## config.mk

```make
export PLATFORM = sky130hd
export DESIGN_NAME = lcd_irq_gen
export DESIGN_NICKNAME = d
export VERILOG_FILES = /design/src/rtl/lcd_irq_pkg.sv /design/src/rtl/lcd_irq_regs.sv /design/src/rtl/lcd_irq_arm.sv /design/src/rtl/lcd_irq_pulse.sv /design/src/rtl/lcd_irq_gen.sv
export SDC_FILE = /design/constraint.sdc
export NUM_CORES = 1
export LEC_CHECK = 0
export BUFFER_PORTS_ARGS = -buffer_cell sky130_fd_sc_hd__buf_2
export CELL_PAD_IN_SITES_DETAIL_PLACEMENT = 1
export CELL_PAD_IN_SITES_GLOBAL_PLACEMENT = 1
export CORE_AREA = 4 4 41 43
export CTS_CLUSTER_DIAMETER = 40
export DETAILED_ROUTE_END_ITERATION = 8
export DIE_AREA = 0 0 45 47
export PLACE_DENSITY_LB_ADDON = 0.1
export SETUP_SLACK_MARGIN = 0.05
export SYNTH_ARGS = -nofsm -noshare
export SYNTH_HDL_FRONTEND = slang
export SYNTH_SLANG_ARGS = --single-unit
```

## constraint.sdc

```tcl
create_clock -name clk -period 0.95 [get_ports clk]
set_input_delay 0.0475 -clock clk [delete_from_list [all_inputs] [get_ports clk]]
set_output_delay 0.0475 -clock clk [all_outputs]
set_load 0.01 [all_outputs]
```

## src/rtl/lcd_irq_pkg.sv

```systemverilog
package lcd_irq_pkg;
  localparam int FRAME_MODE_BIT = 0;
  localparam int BUS_INV_BIT    = 1;
  localparam int AUTO_INV_BIT   = 2;
  localparam int RUN_BIT        = 3;
  localparam int FIELD_CNT      = 4;
  localparam int ARM_CNT        = 2;
  localparam int LINE_ARM       = 0;
  localparam int FRAME_ARM      = 1;

  typedef struct packed {
    logic run;
    logic auto_inv;
    logic bus_inv;
    logic frame_mode;
  } irq_cfg_t;
endpackage

```

## src/rtl/lcd_irq_regs.sv

```systemverilog
module lcd_irq_regs
  import lcd_irq_pkg::*;
#(
  parameter int CFG_W = FIELD_CNT
) (
  input  logic             clk,
  input  logic             rst,
  input  logic             wr_en,
  input  logic [CFG_W-1:0] wr_data,
  output irq_cfg_t         cfg
);
  always_ff @(posedge clk) begin
    if (rst) begin
      cfg <= '0;
    end else if (wr_en) begin
      cfg.run        <= wr_data[RUN_BIT];
      cfg.auto_inv   <= wr_data[AUTO_INV_BIT];
      cfg.bus_inv    <= wr_data[BUS_INV_BIT];
      // mode is frozen while the scan engine is active
      cfg.frame_mode <= cfg.run ? cfg.frame_mode : wr_data[FRAME_MODE_BIT];
    end
  end


  mode_lock_chk: assert property (@(posedge clk) disable iff (rst)
    cfg.run |=> $stable(cfg.frame_mode));


  reset_cfg_chk: assert property (@(posedge clk)
    rst |=> (cfg == '0));
endmodule

```

## src/rtl/lcd_irq_arm.sv

```systemverilog
module lcd_irq_arm #(
  parameter bit IDLE_VALUE = 1'b0
) (
  input  logic clk,
  input  logic rst,
  input  logic run,
  input  logic set_i,
  input  logic clr_i,
  output logic flag_o
);
  always_ff @(posedge clk) begin
    if (rst)        flag_o <= 1'b0;
    else if (!run)  flag_o <= IDLE_VALUE;
    else if (set_i) flag_o <= 1'b1;
    else if (clr_i) flag_o <= 1'b0;
  end


  arm_clear_chk: assert property (@(posedge clk) disable iff (rst)
    (run && !set_i && clr_i) |=> !flag_o);


  arm_idle_chk: assert property (@(posedge clk) disable iff (rst)
    !run |=> (flag_o == IDLE_VALUE));
endmodule

```

## src/rtl/lcd_irq_pulse.sv

```systemverilog
module lcd_irq_pulse (
  input  logic clk,
  input  logic rst,
  input  logic run,
  input  logic fetch,
  input  logic armed,
  output logic irq_o
);
  always_ff @(posedge clk) begin
    if (rst) irq_o <= 1'b0;
    else     irq_o <= run & fetch & armed;
  end


  no_fire_stopped_chk: assert property (@(posedge clk) disable iff (rst)
    !run |=> !irq_o);


  pulse_width_chk: assert property (@(posedge clk) disable iff (rst)
    irq_o |=> !irq_o);
endmodule

```

## src/rtl/lcd_irq_gen.sv

```systemverilog
module lcd_irq_gen
  import lcd_irq_pkg::*;
#(
  parameter int CFG_W = FIELD_CNT
) (
  input  logic             clk,
  input  logic             rst,
  input  logic             cfg_we,
  input  logic [CFG_W-1:0] cfg_wdata,
  input  logic             vsync_i,
  input  logic             load_i,
  input  logic             fetch_start_i,
  output logic             irq_o,
  output logic             bus_inv_o,
  output logic             auto_inv_o,
  output logic [CFG_W-1:0] cfg_rdata
);
  irq_cfg_t           cfg;
  logic [ARM_CNT-1:0] arm_set;
  logic [ARM_CNT-1:0] arm_flag;
  logic               armed_sel;

  lcd_irq_regs #(.CFG_W(CFG_W)) u_regs (
    .clk     (clk),
    .rst     (rst),
    .wr_en   (cfg_we),
    .wr_data (cfg_wdata),
    .cfg     (cfg)
  );

  assign arm_set[LINE_ARM]  = load_i;
  assign arm_set[FRAME_ARM] = vsync_i;

  // line arm idles armed so the first line after start fires;
  // frame arm idles disarmed so a restart waits for a fresh sync
  for (genvar g = 0; g < ARM_CNT; g++) begin : g_arm
    lcd_irq_arm #(.IDLE_VALUE(g == LINE_ARM)) u_arm (
      .clk    (clk),
      .rst    (rst),
      .run    (cfg.run),
      .set_i  (arm_set[g]),
      .clr_i  (fetch_start_i),
      .flag_o (arm_flag[g])
    );
  end

  assign armed_sel = cfg.frame_mode ? arm_flag[FRAME_ARM] : arm_flag[LINE_ARM];

  lcd_irq_pulse u_pulse (
    .clk   (clk),
    .rst   (rst),
    .run   (cfg.run),
    .fetch (fetch_start_i),
    .armed (armed_sel),
    .irq_o (irq_o)
  );

  assign bus_inv_o  = cfg.bus_inv;
  assign auto_inv_o = cfg.auto_inv;

  always_comb begin
    cfg_rdata                 = '0;
    cfg_rdata[FIELD_CNT-1:0]  = cfg;
  end


  reset_irq_chk: assert property (@(posedge clk)
    rst |=> !irq_o);
endmodule

```

=== Word level (Yosys, flattened, before mapping) ===
Cells that the tools add are included.

* Bits in registers: 7
* Bits of input ports: 10

* Equal/unequal tests: 1
* Multiplexer cells: 5
* Bitwise logic cells: 3
* Reduce and logical (&&, ||, !) cells: 3

{| class="wikitable"
|+ Operators by type and width
! operator !! number
|-
| 2-to-1 mux 1 bit || 5
|-
| inequality test 3 bit (second input constant) || 1
|-
| AND 1 bit || 2
|-
| AND reduction 2 bit || 1
|-
| nonzero test 2 bit || 1
|-
| OR reduction 2 bit || 1
|-
| NOT 1 bit || 1
|}

=== Longest topological paths before layout ===
Gate-level depths: netlist of run 1.

* Depth in word-level cells: 3
* Gate-level depth with buffers: 2
* Gate-level depth less buffers: 2

=== By module ===
From an unflattened synthesis of run 1, not the netlist that was laid out.

* Cell total of the unflattened synthesis: 27
* Area, all modules: 286.5 µm²

{| class="wikitable"
|+ Modules (own cells, without submodules)
! module !! times used !! cells an instance !! area each (µm²)
|-
| lcd_irq_regs || 1 || 14 || 150.1
|-
| lcd_irq_arm at g_arm[1].u_arm || 1 || 4 || 40.0
|-
| lcd_irq_arm at g_arm[0].u_arm || 1 || 4 || 36.3
|-
| lcd_irq_gen || 1 || 3 || 30.0
|-
| lcd_irq_pulse || 1 || 2 || 30.0
|}

=== Worst setup path after synthesis of run 1 ===
Ideal clock, no wire load.

* Path kind: reg-to-reg
* From: register, netlist name u_regs.cfg[0]
* To: register u_pulse.irq_o
* Library setup time: 0.120 ns
* Arrival: 0.663 ns
* Path slack: 0.167 ns
* Cell stages (with the launch flop): 3
* Buffers on the path: 0
* Path through: dfxtp_1 -> mux2i_1 -> nor3b_2

* Longest elaborated chain between the ends: 2

{| class="wikitable"
|+ RTL lines
! what !! line !! text
|-
| 2-to-1 mux 1 bit || lcd_irq_gen.sv:47 || <nowiki>assign armed_sel = cfg.frame_mode ? arm_flag[FRAME_ARM] : arm_flag[LINE_ARM];</nowiki>
|-
| AND 1 bit || lcd_irq_pulse.sv:11 || <nowiki>else irq_o <= run & fetch & armed;</nowiki>
|-
| end signal, assigned || lcd_irq_pulse.sv:11 ||
|-
| end, declared || lcd_irq_pulse.sv:7 || <nowiki>output logic irq_o</nowiki>
|}

No other way between the ends.
A chain may end at the register's enable or synchronous reset.

=== Final worst setup path of run 1 ===
* From: register, netlist name u_regs.cfg[0]
* To: output cfg_rdata[0]

{| class="wikitable"
|+ RTL lines
! what !! line !! text
|-
| end, declared || lcd_irq_gen.sv:16 || <nowiki>output logic [CFG_W-1:0] cfg_rdata</nowiki>
|}

No word-level cell between the ends.

==> qor.yml, run 1 <==
power:
  powerDensity_nw_per_um2: 1670
  ir_worst_vdd_v: 0.000580
  p_leak_nw: 0.200
  power_uw: 665
yosys:
  ys_async_sr_fraction_pct: 0
  syn_area_um2: 293
  synth_top_area_share_pct: 47.9
  ys.flop_type: "dfxtp_1"
  synth_top_cell_by_area: "dfxtp_1"
  synth.distinct_cells: 12
  syn_nets: 39
  synth-edff-count: 0
  synthTopCellsByArea: "dfxtp_1 48%, mux2i_1 14%, nand2b_1 8.5%"
  syn_area_per_cell_um2: 10.1
  yosysMostFrequentCell: "dfxtp_1"
  synth_warnings: 0
  postSynthCellCount: 29
  ys_ff_latch: 7
  synth_seq_area_share_pct: 47.9
  ys_top_cells_by_count: "7 x dfxtp_1, 4 x mux2i_1, 4 x nand2b_1, 3 x buf_4, 3 x nor2_1"
setup_path:
  start_kind: "register"
  slowest_delay_ns: 0.36
  crit_type: "reg -> out"
  required_ns: 0.90
  crit_arrival_ns: 0.76
  crit_fanout: 3
  cpMaxStageDelayCell: "dfxtp_1"
  crit_family: "flip-flops"
  cp_num_buf_inv: 1
  crit_chain: "buf_2"
  cp-end-kind: "primary output"
clocking:
  htreeDepth: 1
  cts_tree: "built"
  cts-resized-gates: 0
  cts_setup_buffers: 0
  cts_buffers: 3
  cts_sinks: 7
  clock_latency_ns: 0.25
  cts-root-buf: "clkbuf_4"
  hold_buffers: 0
  path_clk_slew_ns: 0.06
  cts_buffer_depth: 2
final_layout:
  drive_above_1_share_pct: 47.8
  fin_util_pct: 30.6
  fillCellCount: 174
  seqCellArea_um2: 141
  design_area_um2: 398
  fin_cells: 61
  multi_input_area_um2: 123
  antenna_cells: 0
  fin_nets: 57
  area_delta_synth_final_pct: 35.9
floorplanning:
  coreArea_um2: 1300
  pin_count: 17
  row_count: 13
  die_area_um2: 2120
  fp.dieH_um: 47
  initial_core_util_pct: 22.5
  die_w_um: 45
routing:
  drt_wl_total_um: 644
  ant_nets: 0
  dr.pass1.iters: 1
  viasPerCell: 4.31
  wire_per_inst_um: 10.6
  drc: 0
  vias: 263
  drt_iter0_drc: 0
timing:
  setup_violations: 0
  fmax_mhz: 1230
  final_hold_viol_count: 0
  worst_pin_slew_ns: 0.165
  fin_crit_sh_pct: 85.4
  min_period_ns: 0.811
  fin_skew_ns: 0.00520
  rsz0062_at_grt: "no"
  drv_slew: 0
  tns_ns: 0
  relSlewSlack_pct: 88.7
grt:
  grt_pass1_vias: 275
  top_usage_layer: "met2"
  grt_max_degree: 8
  met1_usage_pct: 7.11
  use_met2_pct: 11.9
  use_met3_pct: 6.13
  overflow: 0
  grt_util_all_layers_pct: 7.53
  grt_pass1_wl_mm: 1.06
  antenna_found_initial: 0
placement:
  io_buffers: 16
  placed_cells: 57
  routabilityCongestion: 0.654
  dpl-instance-area_um2: 369
  place.detailed.hpwl_um: 561
min_path:
  min_path_type: "in -> reg"
run_status:
  status: "finished, final reports clean"
flow_run:
  maxCapViolCount: 0
through the flow:
step                hold WS (ns)  worst slack, ns
finish                    0.0318            0.139
global route              0.0292           0.0819
CTS                       0.0233           0.0573
detailed placement         0.296            0.174
global placement           0.280            0.222
floorplan                  0.117            0.167
area by class of cell:
type	count	share of cell area, %
sequential	7	35.5
multi-input combinational	17	30.8
timing repair buffer	16	20.1
clock buffer	3	5.66
tap	15	4.72
inverter	2	1.89
clock inverter	1	1.26
cell usage in the layout, fill, tap and decap left out:
| master | netlist | layout |
|---|---|---|
| clkinv_2 | 0 | 1 |
| nor2b_1 | 1 | 1 |
| a21oi_1 | 1 | 1 |
| nand4bb_1 | 1 | 1 |
| dfxtp_2 | 0 | 1 |
| nor2_1 | 3 | 3 |
| buf_2 | 0 | 16 |
| clkbuf_4 | 0 | 3 |
| o21ai_1 | 1 | 1 |
| mux2i_1 | 4 | 4 |
| dfxtp_1 | 7 | 6 |
| inv_1 | 2 | 2 |
| nor3b_2 | 1 | 1 |
| a31oi_1 | 1 | 1 |
| nand2b_1 | 4 | 4 |
tightest hold or removal path, delay by kind of cell:
family	cells	cell delay (ns)
AOI/OAI and AO/OA	1	0.05
buffers and inverters	2	0.13
flip-flops by register name, summed over array words and instances (netlist names):
name	count
u_pulse.irq_o	1
g_arm.u_arm.flag_o	2
u_regs.cfg	4
layer usage:
metal	vias to the layer above	part of all wire, %
met5	-	0
met4	0	0
met3	0	9.0
met2	13	48
met1	122	43
li1	128	-
report_power, final:
group	switching, mW	internal [mW]	total [mW]
clock network	0.111	0.154	0.264
registers	0.0117	0.309	0.321
logic	0.0365	0.0430	0.0795
worst paths after layout:
kind                    startpoint               endpoint  slack (ns)  cells past startpoint
max                  u_regs.cfg[0]           cfg_rdata[0]        0.14                      1
min                        vsync_i  g_arm[1].u_arm.flag_o        0.03                      3
max reg2reg          u_regs.cfg[0]          u_pulse.irq_o        0.18                      2
min reg2reg  g_arm[1].u_arm.flag_o  g_arm[1].u_arm.flag_o        0.48                      2
cells by family (layout without fill, tap and decap cells):
family	Yosys count	in the layout	synth area share (%)
buffers and inverters	5	22	10.3
muxes	4	4	13.7
DFF	7	7	47.9
AOI/OAI and AO/OA	3	3	5.55
and+or+nand+nor	10	10	22.6
No activity file was read; power rests on OpenSTA's default activity.
==> inputs of run 2 (changes only) <==
- CORE_AREA: 4 4 41 43 -> 2 2 39 41
- DIE_AREA: 0 0 45 47 -> 0 0 41 43
- REMOVE_ABC_BUFFERS: default -> 1
==> run 2 against run 1 <==
Design area unchanged. Cell count increased by 1.6%. Combinational power barely moved. Largest power group unchanged. Total power up 0.26%. Fmax rose by 0.63%. Utilization shrank 1.8 points. Sequential power barely moved. Highest routed layer unchanged. Routed wire length is 1.7% higher. Clock skew increased by 0.0014 ns. Clock power hardly changed. Sequential cell count stayed put.
==> qor.yml, run 2 (same netlist as run 1, synthesis figures left out) <==
run_status:
  status: "finished, final reports clean"
timing:
  worst_pin_slew_ns: 0.158
  tns_ns: 0
  fin_skew_ns: 0.00657
  min_period_ns: 0.806
  relSlewSlack_pct: 89.2
  final_hold_viol_count: 0
  fmax_mhz: 1240
  rsz0062_at_grt: "no"
  drv_slew: 0
  setup_violations: 0
  fin_crit_sh_pct: 84.8
routing:
  drt_wl_total_um: 655
  viasPerCell: 4.15
  drt_iter0_drc: 2
  ant_nets: 0
  drc: 0
  wire_per_inst_um: 10.6
  vias: 257
  dr.pass1.iters: 2
setup_path:
  start_kind: "register"
  slowest_delay_ns: 0.36
  crit_arrival_ns: 0.76
  cp-end-kind: "primary output"
  required_ns: 0.90
  cpMaxStageDelayCell: "dfxtp_1"
  crit_type: "reg -> out"
  crit_chain: "buf_2"
  crit_family: "flip-flops"
  cp_num_buf_inv: 1
  crit_fanout: 3
grt:
  grt_pass1_vias: 260
  grt_util_all_layers_pct: 9.86
  overflow: 0
  antenna_found_initial: 0
  grt_pass1_wl_mm: 1.09
  grt_max_degree: 8
flow_run:
  maxCapViolCount: 0
floorplanning:
  fp.dieH_um: 43
  die_area_um2: 1760
  row_count: 14
  coreArea_um2: 1380
  die_w_um: 41
  initial_core_util_pct: 21.2
  pin_count: 17
power:
  power_uw: 666
  powerDensity_nw_per_um2: 1680
  p_leak_nw: 0.198
  pwr-share-comb_pct: 12.0
  ir_worst_vdd_v: 0.000819
  p_sw_share_pct: 23.1
  power_frac_clock_pct: 39.9
  p_switching_uw: 154
  seqPwrFrac_pct: 48.1
  p_int_uw: 513
final_layout:
  final_common_cell: "buf_2"
  drive_above_1_share_pct: 45.7
  final_cell_mix: "16 x buf_2, 6 x dfxtp_1, 4 x nand2b_1, 4 x mux2i_1"
  area_delta_synth_final_pct: 35.9
  fin_util_pct: 28.8
  largest_reg_flops: 4
  fin_nets: 57
  top_regs: "u_regs.cfg: 4 flops, g_arm.u_arm.flag_o: 2 flops, u_pulse.irq_o: 1 flops"
  fin_cells: 62
  antenna_cells: 0
  top_register: "u_regs.cfg"
clocking:
  cts_sinks: 7
  clock_latency_ns: 0.25
  cts_buffers: 3
  cts_setup_buffers: 0
  cts_buffer_depth: 2
  htreeDepth: 1
  cts-root-buf: "clkbuf_4"
  path_clk_slew_ns: 0.05
  cts_tree: "built"
min_path:
  min_path_type: "in -> reg"
placement:
  routabilityCongestion: 0.581
  io_buffers: 16
  placed_cells: 58
==> run 2: final timing paths <==
check / cells past startpoint / slack, ns / startpoint / endpoint
worst max-delay path: 1 / 0.14 / u_regs.cfg[0] / cfg_rdata[0]
worst min-delay path: 3 / 0.03 / vsync_i / g_arm[1].u_arm.flag_o
worst max register to register: 2 / 0.19 / u_regs.cfg[0] / u_pulse.irq_o
worst min register to register: 2 / 0.48 / g_arm[1].u_arm.flag_o / g_arm[1].u_arm.flag_o
==> run 2: area by class of cell <==
type                       count  area (um2)
fill                         167         986
sequential                     7         141
multi-input combinational     17         123
timing repair buffer          16        80.1
clock buffer                   4        26.3
tap                           16        20.0
inverter                       2        7.51
==> run 2: worst min-delay path, delay by kind of cell <==
family | cells | cell delay (ns)
AOI/OAI and AO/OA | 1 | 0.05
buffers and inverters | 2 | 0.14
==> run 2: repair_timing <==
action / in CTS / in global routing
resized for setup: 0 / 1
hold buffers: 0 / 0
setup endpoints to repair: 0 / 1
==> run 2: metal layers <==
layer  up-vias  routed length (um)  GRT usage [%]
met2        13                 354           14.7
li1        127                   -              -
met1       117                 218           9.39
met3         0                  82           8.38
met5         -                   0              0
met4         0                   0           4.00
==> run 2: power by group through the flow <==
stage	Clock [mW]	Combinational, mW	Sequential (mW)
CTS	0.282	0.0822	0.321
floorplan	0	0.0294	0.333
global placement	0	0.0797	0.326
detailed placement	0	0.0819	0.327
finish	0.266	0.0798	0.321
global route	0.309	0.0895	0.323
==> run 2: metrics by stage <==
stage	cell area, um2	setup slack (ns)	hold slack [ns]
6_report	398	0.144	0.0342
5_1_grt	398	0.0944	0.0424
4_1_cts	397	0.0574	0.0235
3_5_place_dp	370	0.184	0.293
3_3_place_gp	370	0.218	0.284
2_1_floorplan	270	0.167	0.117
==> inputs of run 3 (changes only) <==
- clock period: 0.95 -> 0.8 ns (I/O delays scaled with it)
==> run 3 against run 2 <==
Utilization is 3.9 points higher. Critical path depth stayed put. Combinational power is 49% higher. Sequential share of layout area is 2.3 points lower. Design area is 14% higher. Total power is 24% higher. First-iteration DRC count is 100% lower. Largest power group unchanged.
==> qor.yml, run 3 (same netlist as run 1, synthesis figures left out) <==
run_status:
  status: "finished, final reports clean"
setup_path:
  start_kind: "register"
  crit_arrival_ns: 0.72
  crit_type: "reg -> out"
  slowest_delay_ns: 0.36
  required_ns: 0.76
  crit_family: "flip-flops"
  crit_chain: "buf_6"
  cp-end-kind: "primary output"
  cpMaxStageDelayCell: "dfxtp_4"
  cp_num_buf_inv: 1
  crit_fanout: 6
floorplanning:
  die_area_um2: 1760
  die_w_um: 41
  pin_count: 17
  row_count: 14
  fp.dieH_um: 43
  initial_core_util_pct: 21.2
  coreArea_um2: 1380
placement:
  io_buffers: 16
  dpl_worst_slack_ns: 0.0410
  place.detailed.hpwl_um: 514
  routabilityCongestion: 0.599
  dpl-instance-area_um2: 370
power:
  powerDensity_nw_per_um2: 1830
  p_leak_nw: 0.211
  ir_worst_vdd_v: 0.000821
timing:
  fmax_mhz: 1310
  min_period_ns: 0.764
  fin_ws_ns: 0.0359
  relSlewSlack_pct: 89.6
  worst_pin_slew_ns: 0.152
  rsz0062_at_grt: "yes"
  fin_crit_sh_pct: 95.5
  fin_skew_ns: 0.00337
  setup_violations: 0
  drv_slew: 0
  final_hold_viol_count: 0
final_layout:
  top_register: "u_regs.cfg"
  top_regs: "u_regs.cfg: 4 flops, g_arm.u_arm.flag_o: 2 flops, u_pulse.irq_o: 1 flops"
  fin_nets: 58
  largest_reg_flops: 4
  final_cell_mix: "10 x buf_2, 6 x buf_6, 4 x nand2b_1, 4 x mux2i_1"
  design_area_um2: 452
  area_delta_synth_final_pct: 54.3
  drive_above_1_share_pct: 53.2
  antenna_cells: 0
  final_common_cell: "buf_2"
routing:
  vias: 265
  drc: 0
  drt_iter0_drc: 0
  drt_wl_total_um: 682
  ant_nets: 0
  dr.pass1.iters: 1
  viasPerCell: 4.21
  wire_per_inst_um: 10.8
clocking:
  cts_sinks: 7
  clock_latency_ns: 0.25
  cts_tree: "built"
  cts_buffers: 3
  cts-root-buf: "clkbuf_4"
  path_clk_slew_ns: 0.05
  hold_buffers: 0
  htreeDepth: 1
  cts_buffer_depth: 2
grt:
  grt_max_degree: 8
  antenna_found_initial: 0
  grt_pass1_vias: 287
  grt_pass1_wl_mm: 1.19
  overflow: 0
  grt_util_all_layers_pct: 10.8
flow_run:
  maxCapViolCount: 0
min_path:
  min_path_type: "in -> reg"
[run 3: path summary, 6_finish.rpt]
kind                                             from                     to  slack [ns]  cells past startpoint
worst min-delay path                          vsync_i  g_arm[1].u_arm.flag_o        0.03                      3
worst min register to register  g_arm[1].u_arm.flag_o  g_arm[1].u_arm.flag_o        0.49                      2
worst max register to register          u_regs.cfg[0]          u_pulse.irq_o        0.06                      2
worst max-delay path                    u_regs.cfg[3]           cfg_rdata[3]        0.04                      1
[run 3: per-layer routing]
layer | vias up | GRT usage [%] | routed length, um
met5 | - | 0 | 0
met4 | 0 | 4.00 | 12
met3 | 2 | 9.42 | 63
met2 | 12 | 16.6 | 371
met1 | 122 | 9.97 | 235
li1 | 129 | - | -
[run 3: timing repair]
item / in CTS / in global routing
setup buffers: 1 / 0
endpoints found under the setup margin: 7 / 9
resized for setup: 11 / 1
[run 3: layout make-up]
type,instances,area (um2)
Clock buffer,4,26.3
Timing Repair Buffer,17,125
Fill cell,155,932
Sequential cell,7,150
Multi-Input combinational cell,17,123
Inverter,2,7.51
Tap cell,16,20.0
[run 3: metrics by stage]
stage	power [mW]	cells	TNS [ns]	hold WS [ns]	utilization, %
2_1_floorplan	0.430	26	0	0.109	-
3_3_place_gp	0.481	58	0	0.276	26.8
3_5_place_dp	0.484	58	0	0.289	26.8
4_1_cts	0.846	63	0	0.0178	32.5
5_1_grt	0.898	63	-0.00265	0.0277	32.6
6_report	0.825	63	0	0.0257	32.6
[run 3: power breakdown]
part           total, mW  internal (mW)  switching, mW
combinational      0.119         0.0742         0.0447
sequential         0.384          0.366         0.0178
clock              0.323          0.191          0.132
total              0.825          0.630          0.195
